`src/rtl/span_pkg.sv`:
```
package span_pkg;
    typedef enum logic [1:0] {
        PH_IDLE  = 2'd0,
        PH_SCAN  = 2'd1,
        PH_DRAIN = 2'd2
    } phase_e;
endpackage

```
`src/rtl/span_ctrl.sv`:
```
module span_ctrl
    import span_pkg::*;
#(
    parameter int HW = 12
) (
    input  logic          clk,
    input  logic          rst_n,
    input  logic          start_valid,
    input  logic          start_full,
    input  logic [HW-1:0] start_height,
    input  logic [HW-1:0] start_width,
    input  logic          slot_busy,
    input  logic          slot_taken,
    output logic          start_ready,
    output logic          snap,
    output logic          clear,
    output logic          full_load,
    output logic          step,
    output logic [HW-1:0] row_idx,
    output logic          last_row,
    output logic [HW-1:0] height,
    output logic [HW-1:0] width,
    output logic          done
);
    typedef struct packed {
        phase_e        phase;
        logic [HW-1:0] row;
        logic [HW-1:0] height;
        logic [HW-1:0] width;
        logic          done;
    } ctrl_t;

    ctrl_t s_d, s_q;
    logic  slot_free;
    logic  accept;

    assign slot_free = !slot_busy || slot_taken;

    always_comb begin
        s_d       = s_q;
        s_d.done  = 1'b0;
        accept    = 1'b0;
        snap      = 1'b0;
        full_load = 1'b0;
        step      = 1'b0;
        last_row  = (s_q.row == s_q.height - 1'b1);
        unique case (s_q.phase)
            PH_IDLE: begin
                if (start_valid) begin
                    accept     = 1'b1;
                    s_d.height = start_height;
                    s_d.width  = start_width;
                    s_d.row    = '0;
                    if (start_full) begin
                        full_load = 1'b1;
                        s_d.phase = PH_DRAIN;
                    end else if (start_height == '0) begin
                        s_d.phase = PH_DRAIN;
                    end else begin
                        snap      = 1'b1;
                        s_d.phase = PH_SCAN;
                    end
                end
            end
            PH_SCAN: begin
                if (slot_free) begin
                    step    = 1'b1;
                    s_d.row = s_q.row + 1'b1;
                    if (last_row) s_d.phase = PH_DRAIN;
                end
            end
            PH_DRAIN: begin
                if (slot_free) begin
                    s_d.done  = 1'b1;
                    s_d.phase = PH_IDLE;
                end
            end
            default: s_d.phase = PH_IDLE;
        endcase
    end

    always_ff @(posedge clk or negedge rst_n) begin
        if (!rst_n) begin
            s_q <= '{phase: PH_IDLE, row: '0, height: '0, width: '0, done: 1'b0};
        end else begin
            s_q <= s_d;
        end
    end

    assign start_ready = (s_q.phase == PH_IDLE);
    assign clear       = accept;
    assign row_idx     = s_q.row;
    assign height      = s_q.height;
    assign width       = s_q.width;
    assign done        = s_q.done;

    // a probed row lies inside the surface
    p_probe_in_range_r2: assert property (@(posedge clk) disable iff (!rst_n)
        step |-> (s_q.row < s_q.height));

    // rows advance by one after each probe that is not the last
    p_row_advance_r2: assert property (@(posedge clk) disable iff (!rst_n)
        (step && !last_row) |=> (s_q.row == $past(s_q.row) + 1'b1));

    // a command is never taken while a frame is in progress
    p_no_accept_busy_r9: assert property (@(posedge clk) disable iff (!rst_n)
        (s_q.phase != PH_IDLE) |=> !$rose(s_q.phase == PH_SCAN) || $past(accept));
endmodule

```
`src/rtl/span_track.sv`:
```
module span_track #(
    parameter int HW = 12
) (
    input  logic          clk,
    input  logic          rst_n,
    input  logic          clear,
    input  logic          step,
    input  logic [HW-1:0] row,
    input  logic          dirty,
    input  logic          last,
    input  logic [HW-1:0] height,
    output logic          emit,
    output logic [HW-1:0] emit_y,
    output logic [HW-1:0] emit_rows
);
    typedef struct packed {
        logic          open;
        logic [HW-1:0] first;
    } run_t;

    run_t r_d, r_q;

    always_comb begin
        r_d       = r_q;
        emit      = 1'b0;
        emit_y    = r_q.first;
        emit_rows = '0;
        if (clear) begin
            r_d.open  = 1'b0;
            r_d.first = '0;
        end else if (step) begin
            if (dirty) begin
                if (!r_q.open) begin
                    r_d.open  = 1'b1;
                    r_d.first = row;
                end
                if (last) begin
                    emit      = 1'b1;
                    emit_y    = r_q.open ? r_q.first : row;
                    emit_rows = height - emit_y;
                    r_d.open  = 1'b0;
                end
            end else if (r_q.open) begin
                emit      = 1'b1;
                emit_y    = r_q.first;
                emit_rows = row - r_q.first;
                r_d.open  = 1'b0;
            end
        end
    end

    always_ff @(posedge clk or negedge rst_n) begin
        if (!rst_n) begin
            r_q <= '{open: 1'b0, first: '0};
        end else begin
            r_q <= r_d;
        end
    end

    // an open run never starts after the row being probed
    p_run_before_row_r3: assert property (@(posedge clk) disable iff (!rst_n)
        (step && r_q.open) |-> (r_q.first < row));

    // after the last probe no run is left open
    p_closed_at_end_r5: assert property (@(posedge clk) disable iff (!rst_n)
        (step && last) |=> !r_q.open);
endmodule

```
`src/rtl/update_slot.sv`:
```
module update_slot #(
    parameter int HW = 12
) (
    input  logic          clk,
    input  logic          rst_n,
    input  logic          load,
    input  logic [HW-1:0] load_y,
    input  logic [HW-1:0] load_rows,
    input  logic          ready,
    output logic          valid,
    output logic [HW-1:0] y,
    output logic [HW-1:0] rows
);
    typedef struct packed {
        logic          valid;
        logic [HW-1:0] y;
        logic [HW-1:0] rows;
    } slot_t;

    slot_t o_d, o_q;

    always_comb begin
        o_d = o_q;
        if (load) begin
            o_d.valid = 1'b1;
            o_d.y     = load_y;
            o_d.rows  = load_rows;
        end else if (o_q.valid && ready) begin
            o_d.valid = 1'b0;
        end
    end

    always_ff @(posedge clk or negedge rst_n) begin
        if (!rst_n) begin
            o_q <= '{valid: 1'b0, y: '0, rows: '0};
        end else begin
            o_q <= o_d;
        end
    end

    assign valid = o_q.valid;
    assign y     = o_q.y;
    assign rows  = o_q.rows;

    // a pending rectangle is never overwritten
    p_load_when_free_r8: assert property (@(posedge clk) disable iff (!rst_n)
        load |-> (!o_q.valid || ready));

    // a stalled rectangle keeps its contents
    p_hold_while_stalled_r8: assert property (@(posedge clk) disable iff (!rst_n)
        (o_q.valid && !ready) |=> (o_q.valid && $stable(o_q.y) && $stable(o_q.rows)));
endmodule

```
`src/rtl/scanline_span_merger.sv`:
```
module scanline_span_merger #(
    parameter int HW = 12
) (
    input  logic          clk,
    input  logic          rst_n,
    input  logic          start_valid,
    output logic          start_ready,
    input  logic          start_full,
    input  logic [HW-1:0] start_height,
    input  logic [HW-1:0] start_width,
    output logic          snap_take,
    output logic          row_probe,
    output logic [HW-1:0] row_idx,
    input  logic          row_dirty,
    output logic          upd_valid,
    input  logic          upd_ready,
    output logic [HW-1:0] upd_x,
    output logic [HW-1:0] upd_y,
    output logic [HW-1:0] upd_width,
    output logic [HW-1:0] upd_rows,
    output logic          frame_done
);
    logic          clear, full_load, step, last_row;
    logic [HW-1:0] height, width;
    logic          emit;
    logic [HW-1:0] emit_y, emit_rows;
    logic          load;
    logic [HW-1:0] load_y, load_rows;

    span_ctrl #(.HW(HW)) u_ctrl (
        .clk          (clk),
        .rst_n        (rst_n),
        .start_valid  (start_valid),
        .start_full   (start_full),
        .start_height (start_height),
        .start_width  (start_width),
        .slot_busy    (upd_valid),
        .slot_taken   (upd_ready),
        .start_ready  (start_ready),
        .snap         (snap_take),
        .clear        (clear),
        .full_load    (full_load),
        .step         (step),
        .row_idx      (row_idx),
        .last_row     (last_row),
        .height       (height),
        .width        (width),
        .done         (frame_done)
    );

    span_track #(.HW(HW)) u_track (
        .clk       (clk),
        .rst_n     (rst_n),
        .clear     (clear),
        .step      (step),
        .row       (row_idx),
        .dirty     (row_dirty),
        .last      (last_row),
        .height    (height),
        .emit      (emit),
        .emit_y    (emit_y),
        .emit_rows (emit_rows)
    );

    always_comb begin
        load      = full_load | emit;
        load_y    = full_load ? '0 : emit_y;
        load_rows = full_load ? start_height : emit_rows;
    end

    update_slot #(.HW(HW)) u_slot (
        .clk       (clk),
        .rst_n     (rst_n),
        .load      (load),
        .load_y    (load_y),
        .load_rows (load_rows),
        .ready     (upd_ready),
        .valid     (upd_valid),
        .y         (upd_y),
        .rows      (upd_rows)
    );

    assign row_probe = step;
    assign upd_x     = '0;
    assign upd_width = width;

    // no probe while the consumer holds back a rectangle
    p_probe_stall_r8: assert property (@(posedge clk) disable iff (!rst_n)
        (upd_valid && !upd_ready) |-> !row_probe);

    // every issued rectangle is non-empty and stays inside the surface
    p_rect_inside_r4: assert property (@(posedge clk) disable iff (!rst_n)
        (upd_valid && !start_ready) |-> ((upd_rows != '0) && ({1'b0, upd_y} + {1'b0, upd_rows} <= {1'b0, height})));

    // the frame ends only with the output slot empty
    p_done_slot_empty_r9: assert property (@(posedge clk) disable iff (!rst_n)
        frame_done |-> !upd_valid);

    // the snapshot strobe is only raised when a command is being taken
    p_snap_idle_r7: assert property (@(posedge clk) disable iff (!rst_n)
        snap_take |-> (start_ready && start_valid && !start_full));
endmodule

```
`config.mk`:
```
export PLATFORM = sky130hd
export DESIGN_NAME = scanline_span_merger
export DESIGN_NICKNAME = d
export VERILOG_FILES = /design/src/rtl/span_pkg.sv /design/src/rtl/span_ctrl.sv /design/src/rtl/span_track.sv /design/src/rtl/update_slot.sv /design/src/rtl/scanline_span_merger.sv
export SDC_FILE = /design/constraint.sdc
export NUM_CORES = 1
export LEC_CHECK = 0
export BUFFER_PORTS_ARGS = -buffer_cell sky130_fd_sc_hd__buf_2
export CORE_MARGIN = 3
export CORE_UTILIZATION = 61
export DETAILED_ROUTE_END_ITERATION = 8
export GPL_ROUTABILITY_DRIVEN = 1
export PLACE_DENSITY = 0.86
export SLEW_MARGIN = 20
export SYNTH_ARGS = -nofsm -noshare
export SYNTH_HDL_FRONTEND = slang
export SYNTH_SLANG_ARGS = --single-unit
```
`constraint.sdc`:
```
create_clock -name clk -period 9.84 [get_ports clk]
set_input_delay 0.492 -clock clk [delete_from_list [all_inputs] [get_ports clk]]
set_output_delay 0.492 -clock clk [all_outputs]
set_load 0.01 [all_outputs]
```
==> results of run 1 <==
[layout by cell type, fill, tap and decap left out, types with 12 or more instances in the layout]
cell type	instances
sky130_fd_sc_hd__inv_1	31
sky130_fd_sc_hd__ha_1	24
sky130_fd_sc_hd__o21ai_0	15
sky130_fd_sc_hd__buf_2	81
sky130_fd_sc_hd__nor3_1	12
sky130_fd_sc_hd__o31ai_1	13
sky130_fd_sc_hd__dfrtp_1	77
sky130_fd_sc_hd__xor2_1	14
sky130_fd_sc_hd__xnor2_1	23
sky130_fd_sc_hd__a21oi_1	18
sky130_fd_sc_hd__nand2_1	98
sky130_fd_sc_hd__mux2i_1	14
sky130_fd_sc_hd__nand3_1	12
sky130_fd_sc_hd__nor2_1	48
sky130_fd_sc_hd__conb_1	12
[worst max-delay path, stage by stage (launching register included)]
cell and delay, ns:
sky130_fd_sc_hd__dfrtp_1 0.86, sky130_fd_sc_hd__nand2_1 0.08, sky130_fd_sc_hd__o21ai_0 0.14, sky130_fd_sc_hd__ha_1 0.23, sky130_fd_sc_hd__inv_1 0.06, sky130_fd_sc_hd__fa_1 0.40
sky130_fd_sc_hd__a21oi_1 0.21, sky130_fd_sc_hd__o21ai_0 0.16, sky130_fd_sc_hd__a2111oi_0 0.64, sky130_fd_sc_hd__nor3_1 0.13, sky130_fd_sc_hd__a2111oi_0 0.51, sky130_fd_sc_hd__nand4bb_1 0.20
sky130_fd_sc_hd__o21ai_0 0.09
[registers in the layout (all words and copies together) (netlist names)]
name and count:
u_ctrl.done 1, u_ctrl.height 12, u_ctrl.row_idx 12, u_ctrl.s_q 2
u_ctrl.width 12, u_slot.rows 12, u_slot.valid 1, u_slot.y 12
u_track.r_q 13
[worst max-delay path by stage]
| stage | from | to | slack [ns] | cells past startpoint |
|---|---|---|---|---|
| final | u_track.r_q[12] | u_slot.rows[10] | 5.99 | 12 |
| after global routing | u_track.r_q[12] | u_slot.rows[10] | 5.57 | 12 |
| after CTS | u_track.r_q[12] | u_slot.rows[10] | 6.05 | 12 |
| after detailed placement | u_track.r_q[12] | u_slot.rows[10] | 6.10 | 12 |
| after global placement | u_track.r_q[12] | u_slot.rows[10] | 6.32 | 12 |
| after floorplan | u_track.r_q[12] | u_slot.rows[10] | 6.42 | 14 |
[power by group through the flow]
stage / Clock [W] / Combinational, W / Sequential (W)
6_report: 0.000258 / 0.000943 / 0.000533
3_5_place_dp: 0 / 0.000922 / 0.000534
3_3_place_gp: 0 / 0.000895 / 0.000530
2_1_floorplan: 0 / 0.000732 / 0.000497
4_1_cts: 0.000262 / 0.000929 / 0.000529
5_1_grt: 0.000273 / 0.00103 / 0.000545
[metal layers]
layer	up-vias	wire length, um
met1	2197	6080
met5	-	0
met2	224	7180
met4	0	628
li1	2201	-
met3	51	1160
[per-stage QoR]
stage / power, W / util [%] / hold WS, ns / instance area (sq um) / std cells
2_1_floorplan: 0.00123 / - / 0.196 / 5410 / 629
3_3_place_gp: 0.00142 / 66.2 / 0.452 / 5550 / 751
3_5_place_dp: 0.00146 / 66.2 / 0.457 / 5550 / 751
4_1_cts: 0.00172 / 68.7 / 0.308 / 5750 / 765
5_1_grt: 0.00185 / 68.7 / 0.325 / 5750 / 765
6_report: 0.00173 / 68.7 / 0.285 / 5750 / 765
[logic make-up (layout without fill, tap and decap cells)]
group                      Yosys count  in the layout  synth area share, %
DFF                                 77             77                 35.9
AOI/OAI and AO/OA                  127            127                 17.5
muxes                               15             15                 2.82
xor gates and xnor gates            37             37                 6.03
and+or+nand+nor                    238            238                 21.4
adders and majority gates           26             26                 6.34
other                                1             12               0.0698
buffers and inverters               97            128                 9.97
[cell type report]
cell class / instances / area share [%]
multi-input combinational: 455 / 51.4
clock inverter: 5 / 1.35
tap: 105 / 2.28
clock buffer: 9 / 2.15
inverter: 31 / 2.02
timing repair buffer: 83 / 7.31
sequential: 77 / 33.5
==> summary by stage, run 1 <==
Routing
The remaining antenna violation count after routing is 0. The first routing iteration left 412 violations. Using the TritonRoute via totals, the vias-per-cell ratio works out to 6.11.

After detailed routing, the number of remaining DRC violations is 0. The final routed wire length divided by cell count is 19.7 um. The first detailed-routing pass took 6 iterations. For this block, the routed nets add up to 15.1 mm of wire. The routed layout has 4673 vias.

Global routing
The global routing usage on met1 is 39.7%. The initial antenna violation count is 0. The overall overflow remaining after global route is 0.

In the global route stage, met2 resource usage came out at 50.3%. For this run, global-route usage on met3 was measured as 5.70%. The maximum number of pins on one net before global-route repair is 78.

The total global routing track utilization is 30.8%. The first-pass GRT wire length is 23.9 mm. The busiest layer in global routing is met2. The number of global-route vias before repair is 4548.

STA
The smallest setup slack after layout is 5.99 ns. The final count of pins violating max slew came to 0. Measured against its own limit, the worst slew margin works out to 24.4%. At the pin with the least slew margin, the transition time is 1.13 ns. The final number of setup-violating endpoints is 0.

Across the routed clock network, the largest skew measured is 0.00869 ns. For the final routed database, the setup TNS stands at 0 ns. Setup repair after global routing left no endpoint under its margin. Derived from the worst setup path, the maximum achievable clock frequency is 260 MHz.

The final-report hold violation count came to 0. Counting I/O delays and the setup requirement, the final critical path takes 3.85 ns. The portion of the clock cycle consumed by the worst path in the final layout is 39.1%.

Run status
The run finished with clean final reports.

Layout
After the last flow step, the layout net total stands at 713. The area growth from synthesis to final layout is 7.15%. In the final layout, flip-flops and latches occupy 0.00193 sq mm. Fill cells in the final layout number 691.

The antenna cell count is 0. In the final layout, the share of cells above drive strength 1 is 18.0%. In the final layout, the multi-input gates occupy 0.00296 sq mm.

Yosys
The cell count after synthesis came out at 618. By area the synthesized netlist is led by sky130_fd_sc_hd__dfrtp_1, sky130_fd_sc_hd__nand2_1, sky130_fd_sc_hd__ha_1, sky130_fd_sc_hd__buf_4, sky130_fd_sc_hd__xnor2_1. sky130_fd_sc_hd__nand2_1 is the most common cell in the netlist. The leading register cell type out of synthesis is sky130_fd_sc_hd__dfrtp_1.

Sorting the synthesized cells by how often they occur yields sky130_fd_sc_hd__nand2_1, sky130_fd_sc_hd__dfrtp_1, sky130_fd_sc_hd__nor2_1, sky130_fd_sc_hd__buf_4, sky130_fd_sc_hd__inv_1. Yosys mapped a number of flops with a built-in enable equal to 0. The netlist uses 71 different library cells. The register area share after synthesis is 35.9%.

The share of Yosys cell area claimed by the top area cell type is 35.9%. The async set or reset register ratio after synthesis is 100%. The flip-flop and latch count after synthesis is 77. The number of warning messages in the yosys log is 0. The synthesized area is 0.00537 sq mm. The synthesized area divided by synthesized cell count is 8.69 sq um. The largest area contributor in the netlist is sky130_fd_sc_hd__dfrtp_1.

Power
The leakage power summed over all cells is 2.75 nW. The cell area power density is 301 mW/mm^2. VDD sags by at most 163 uV. The switching part of the total is 45.6%. For this design the total switching power over the nets is 0.000790 W. The relative contribution of the clock network to total power is 14.9%.

The internal power of the cells totals 0.000943 W. Combinational logic burns 54.4% of the power. The part of the total power dissipated in sequential elements is 30.7%.

Clock tree
The maximum buffer depth of the clock tree is 2. The H-tree depth is 3. Clock tree synthesis found a total of 77 sinks. The later-pin clock latency in the skew report is 0.36 ns. The clock transition time at the flip-flop clock pins of the worst setup and hold paths is 0.08 ns.

The number of clock buffers added by TritonCTS is 9. Buffers inserted to repair hold after CTS numbered 0. The clock tree from TritonCTS is done. The root buffer cell chosen for the clock tree is sky130_fd_sc_hd__clkbuf_8. Post-CTS repair changed the size of 0 cells. Post-CTS timing repair inserted 0 buffers for setup.

Hold path
The tightest min-delay check is of the in -> async type.

Setup path
Of all nets on the critical path, the largest fanout is 17. The worst register-to-register path ends at u_slot.rows[10]. The category of the critical setup timing path is reg -> reg.

Data on the critical path arrives at its endpoint at 4.07 ns. The launch point of the worst reg-to-reg path is u_track.r_q[12]. The worst reg-to-reg path cell count is 12. Data on the critical path is required at its endpoint by 10.06 ns.

STA classifies the critical path endpoint as a flop. The register-to-register path setup slack is 5.99 ns. STA classifies the critical path startpoint as a flop.

Placed design
The worst-case setup slack after placement is 6.10 ns. The congestion estimate from routability-driven global placement came to 0.974. During placement, the flow inserted port buffers numbering 82.

The detailed placer's ending HPWL is 11.0 mm.

Run
The number of maximum-capacitance violations is 0.

Floorplan
The die width is 99.8 um. The area enclosed by the die boundary is 0.00997 sq mm. For this configuration, the core starts out at a cell density of 64.1%. In this run the standard cell core region covers 0.00838 sq mm. The die is 99.8 um tall. During I/O placement, the number of pins put on the boundary was 95. The floorplan has 33 rows.
(Power assumes the default switching activity.)
==> run 2: changes to the inputs <==
- CORE_UTILIZATION: 61 -> 52
- PLACE_DENSITY: 0.86 -> 0.78
- clock period: 9.84 -> 3.5 ns (I/O delays scaled with it)
==> run 2 against run 1 <==
Compared with the run above: routed wire length rose by 6.6%; clock-buffer cell count increased by 2; clock power rose to 2.9 times the previous value; flip-flop and latch count unchanged; worst hold slack lost 0.27 ns; clock skew rose by 0.0026 ns; highest routed layer unchanged.
==> summary by stage, run 2 (same netlist as run 1, synthesis figures left out) <==
Run status
The flow ran to the end, and the final reports show no timing, DRC or antenna violations.

Setup path
At the worst endpoint, the arrival time is 3.50 ns. The worst reg-to-reg path cell count is 13. The kind of launch point of the worst setup path is a flop. The data required time at the worst endpoint is 3.75 ns. STA classifies the critical path endpoint as a flop. Along the worst path, the maximum fanout reaches 6.

The critical path is of the reg -> reg type.

Floorplan
In this run the standard cell core region covers 0.00991 sq mm. The floorplan step set the die height to 108 um. The initial utilization of the core area, before any placement, comes to 54.2%. The die width is 108 um. After floorplanning, the core was divided into 36 placement rows. The count of pins on the block boundary is 95. The area enclosed by the die boundary is 0.0116 sq mm.

Power
The maximum resistive drop on vdd is 545 uV. The analysis attributes to cell leakage a power of 2.88 nW. Dividing total power by cell area gives a power density of 828 mW/mm^2.

Layout
The repair_antennas step left the layout with diodes totalling 0. The fraction of final layout cells with drive strength greater than 1 is 19.4%. The area growth from synthesis to final layout is 12.4%. The flip-flop and latch area is 0.00193 sq mm. In the layout the commonest cells are sky130_fd_sc_hd__nand2_1, sky130_fd_sc_hd__buf_2, sky130_fd_sc_hd__dfrtp_1.

The final core utilization is 60.9%. After the last flow step, the layout net total stands at 740. Counting flops per register, the top entry is u_track.r_q. In the final layout, the multi-input gates occupy 0.00296 sq mm. The number of inserted filler cells in the final layout is 874. The library cell used most frequently in the layout, excluding fill and tap cells, is sky130_fd_sc_hd__nand2_1.

The number of flip-flops in the largest register is 13.

Global routing
The maximum number of pins on one net before global-route repair is 78. The initial antenna violation count is 0. The total global routing track utilization is 28.5%.

The number of global-route vias before repair is 4831. The first-pass GRT wire length is 25.3 mm. The overall overflow remaining after global route is 0.

Clock tree
For the worst-skew pair, the clock arrives at the later sink with an insertion delay of 0.38 ns. The CTS sink count is 77. The number of buffers added by the clock tree synthesis step is 9. The clock passes through at most 2 buffers.

Clock tree synthesis selected as its root buffer the cell sky130_fd_sc_hd__clkbuf_8. In this run the post-CTS setup repair buffer count came out at 0. The H-tree was split into 3 levels. After clock tree synthesis, the clock-pin slew on the worst setup and hold paths is 0.09 ns. TritonCTS built the clock tree.

Routing
The average vias per placed instance is 5.90. The count of routing violations after the opening detailed-route iteration is 380. The count of nets left with antenna violations once routing finished came out at 0. After detailed routing, the total wire length is 16.1 mm. The routed layout has 4848 vias. Before antenna repair, the detailed router went through 7 iterations. Dividing the detail-routed wire length by the instance count gives 19.5 um. The DRC violation count after routing is 0.

STA
For the pin with the worst max-slew slack, the measured transition is 0.998 ns. Across the routed clock network, the largest skew measured is 0.0113 ns. The maximum frequency from static timing analysis is 308 MHz. The portion of the clock cycle consumed by the worst path in the final layout is 92.9%.

The final-report hold violation count is 0. Measured against its own limit, the worst slew margin works out to 33.5%. For the final routed database, the setup TNS stands at 0 ns.

The final number of setup-violating endpoints is 0. The smallest clock period supported by the final layout is computed as 3.25 ns. Setup repair after global routing left no endpoint under its margin. The final count of pins violating max slew is 0.

Placed design
The detailed placer's ending HPWL is 11.8 mm. The port buffer count is 82. At the end of routability-driven placement, the weighted congestion stood at 0.972.

Hold path
The worst hold path was traced through 3 stages. The worst hold path belongs to the class in -> reg.

Run
The tool flagged a number of max-cap violations equal to 0.
-- run 2: cell types whose count changed in the layout (fill, tap and decap cells not counted) --
cell,delta
sky130_fd_sc_hd__clkinv_2,-2
sky130_fd_sc_hd__inv_6,+3
sky130_fd_sc_hd__nor2_2,-1
sky130_fd_sc_hd__nor2_1,+1
sky130_fd_sc_hd__o21ai_1,+1
sky130_fd_sc_hd__buf_4,+14
sky130_fd_sc_hd__bufinv_16,-1
sky130_fd_sc_hd__o21ai_0,-1
sky130_fd_sc_hd__clkbuf_8,+2
sky130_fd_sc_hd__dlygate4sd3_1,+13
-- run 2: area by class of cell --
class                   instances  area share (%)
inverters                      31            1.93
well taps                     133            2.76
multi-input cells             455            49.0
clock buffers                  11            2.51
clock inverters                 5            1.06
repair buffers                110            10.9
flip-flops and latches         77            31.9
-- run 2: power breakdown --
| group | total [W] | leakage, nW | internal (W) | switching, W |
|---|---|---|---|---|
| registers | 0.00147 | 1.00 | 0.00115 | 0.000317 |
| logic | 0.00278 | 1.77 | 0.00117 | 0.00160 |
| clock network | 0.000748 | 0.107 | 0.000376 | 0.000372 |
| total | 0.00500 | 2.88 | 0.00270 | 0.00229 |
-- run 2: critical path, cell delays in order (launching register included) --
cell                        delay (ns)
sky130_fd_sc_hd__dfrtp_1          0.51
sky130_fd_sc_hd__nand2_1          0.08
sky130_fd_sc_hd__o21ai_1          0.14
sky130_fd_sc_hd__ha_1             0.20
sky130_fd_sc_hd__inv_1            0.05
sky130_fd_sc_hd__fa_1             0.39
sky130_fd_sc_hd__a21oi_1          0.20
sky130_fd_sc_hd__o21ai_0          0.16
sky130_fd_sc_hd__a2111oi_0        0.39
sky130_fd_sc_hd__buf_4            0.19
sky130_fd_sc_hd__nor3_1           0.04
sky130_fd_sc_hd__a2111oi_0        0.47
sky130_fd_sc_hd__nand4bb_1        0.22
sky130_fd_sc_hd__o21ai_0          0.09
-- run 2: repair_timing --
item                                   in CTS  in global routing
endpoints found under the hold margin      43                  0
gates resized for setup                     0                  1
hold buffers                               13                  0
setup endpoints to repair                   0                  1
-- run 2: final timing paths --
path	end	slack, ns	start
max	u_slot.rows[10]	0.25	u_track.r_q[12]
min	u_ctrl.height[7]	0.02	start_height[7]
max reg2reg	u_slot.rows[10]	0.25	u_track.r_q[12]
min reg2reg	u_ctrl.width[11]	0.47	u_ctrl.width[11]
max in group asynchronous	u_ctrl.height[11]	2.36	rst_n
min in group asynchronous	u_ctrl.row_idx[4]	0.50	rst_n
-- run 2: per-stage QoR --
step | setup slack [ns] | std cells | area, sq um | hold slack (ns) | power, W
after floorplan | 0.0774 | 629 | 5410 | -0.121 | 0.00345
after global placement | 0.411 | 793 | 5690 | 0.364 | 0.00413
after detailed placement | 0.252 | 793 | 5690 | 0.367 | 0.00419
after CTS | 0.240 | 822 | 6040 | 0.00730 | 0.00496
after global routing | 0.0273 | 822 | 6040 | 0.0329 | 0.00533
final | 0.249 | 822 | 6040 | 0.0183 | 0.00500
-- run 2: per-layer routing --
metal  global-route usage, %  wire (um)
met5                       0          0
met1                    35.7       6560
met4                    11.0        467
met2                    48.2       8090
met3                    5.82        940
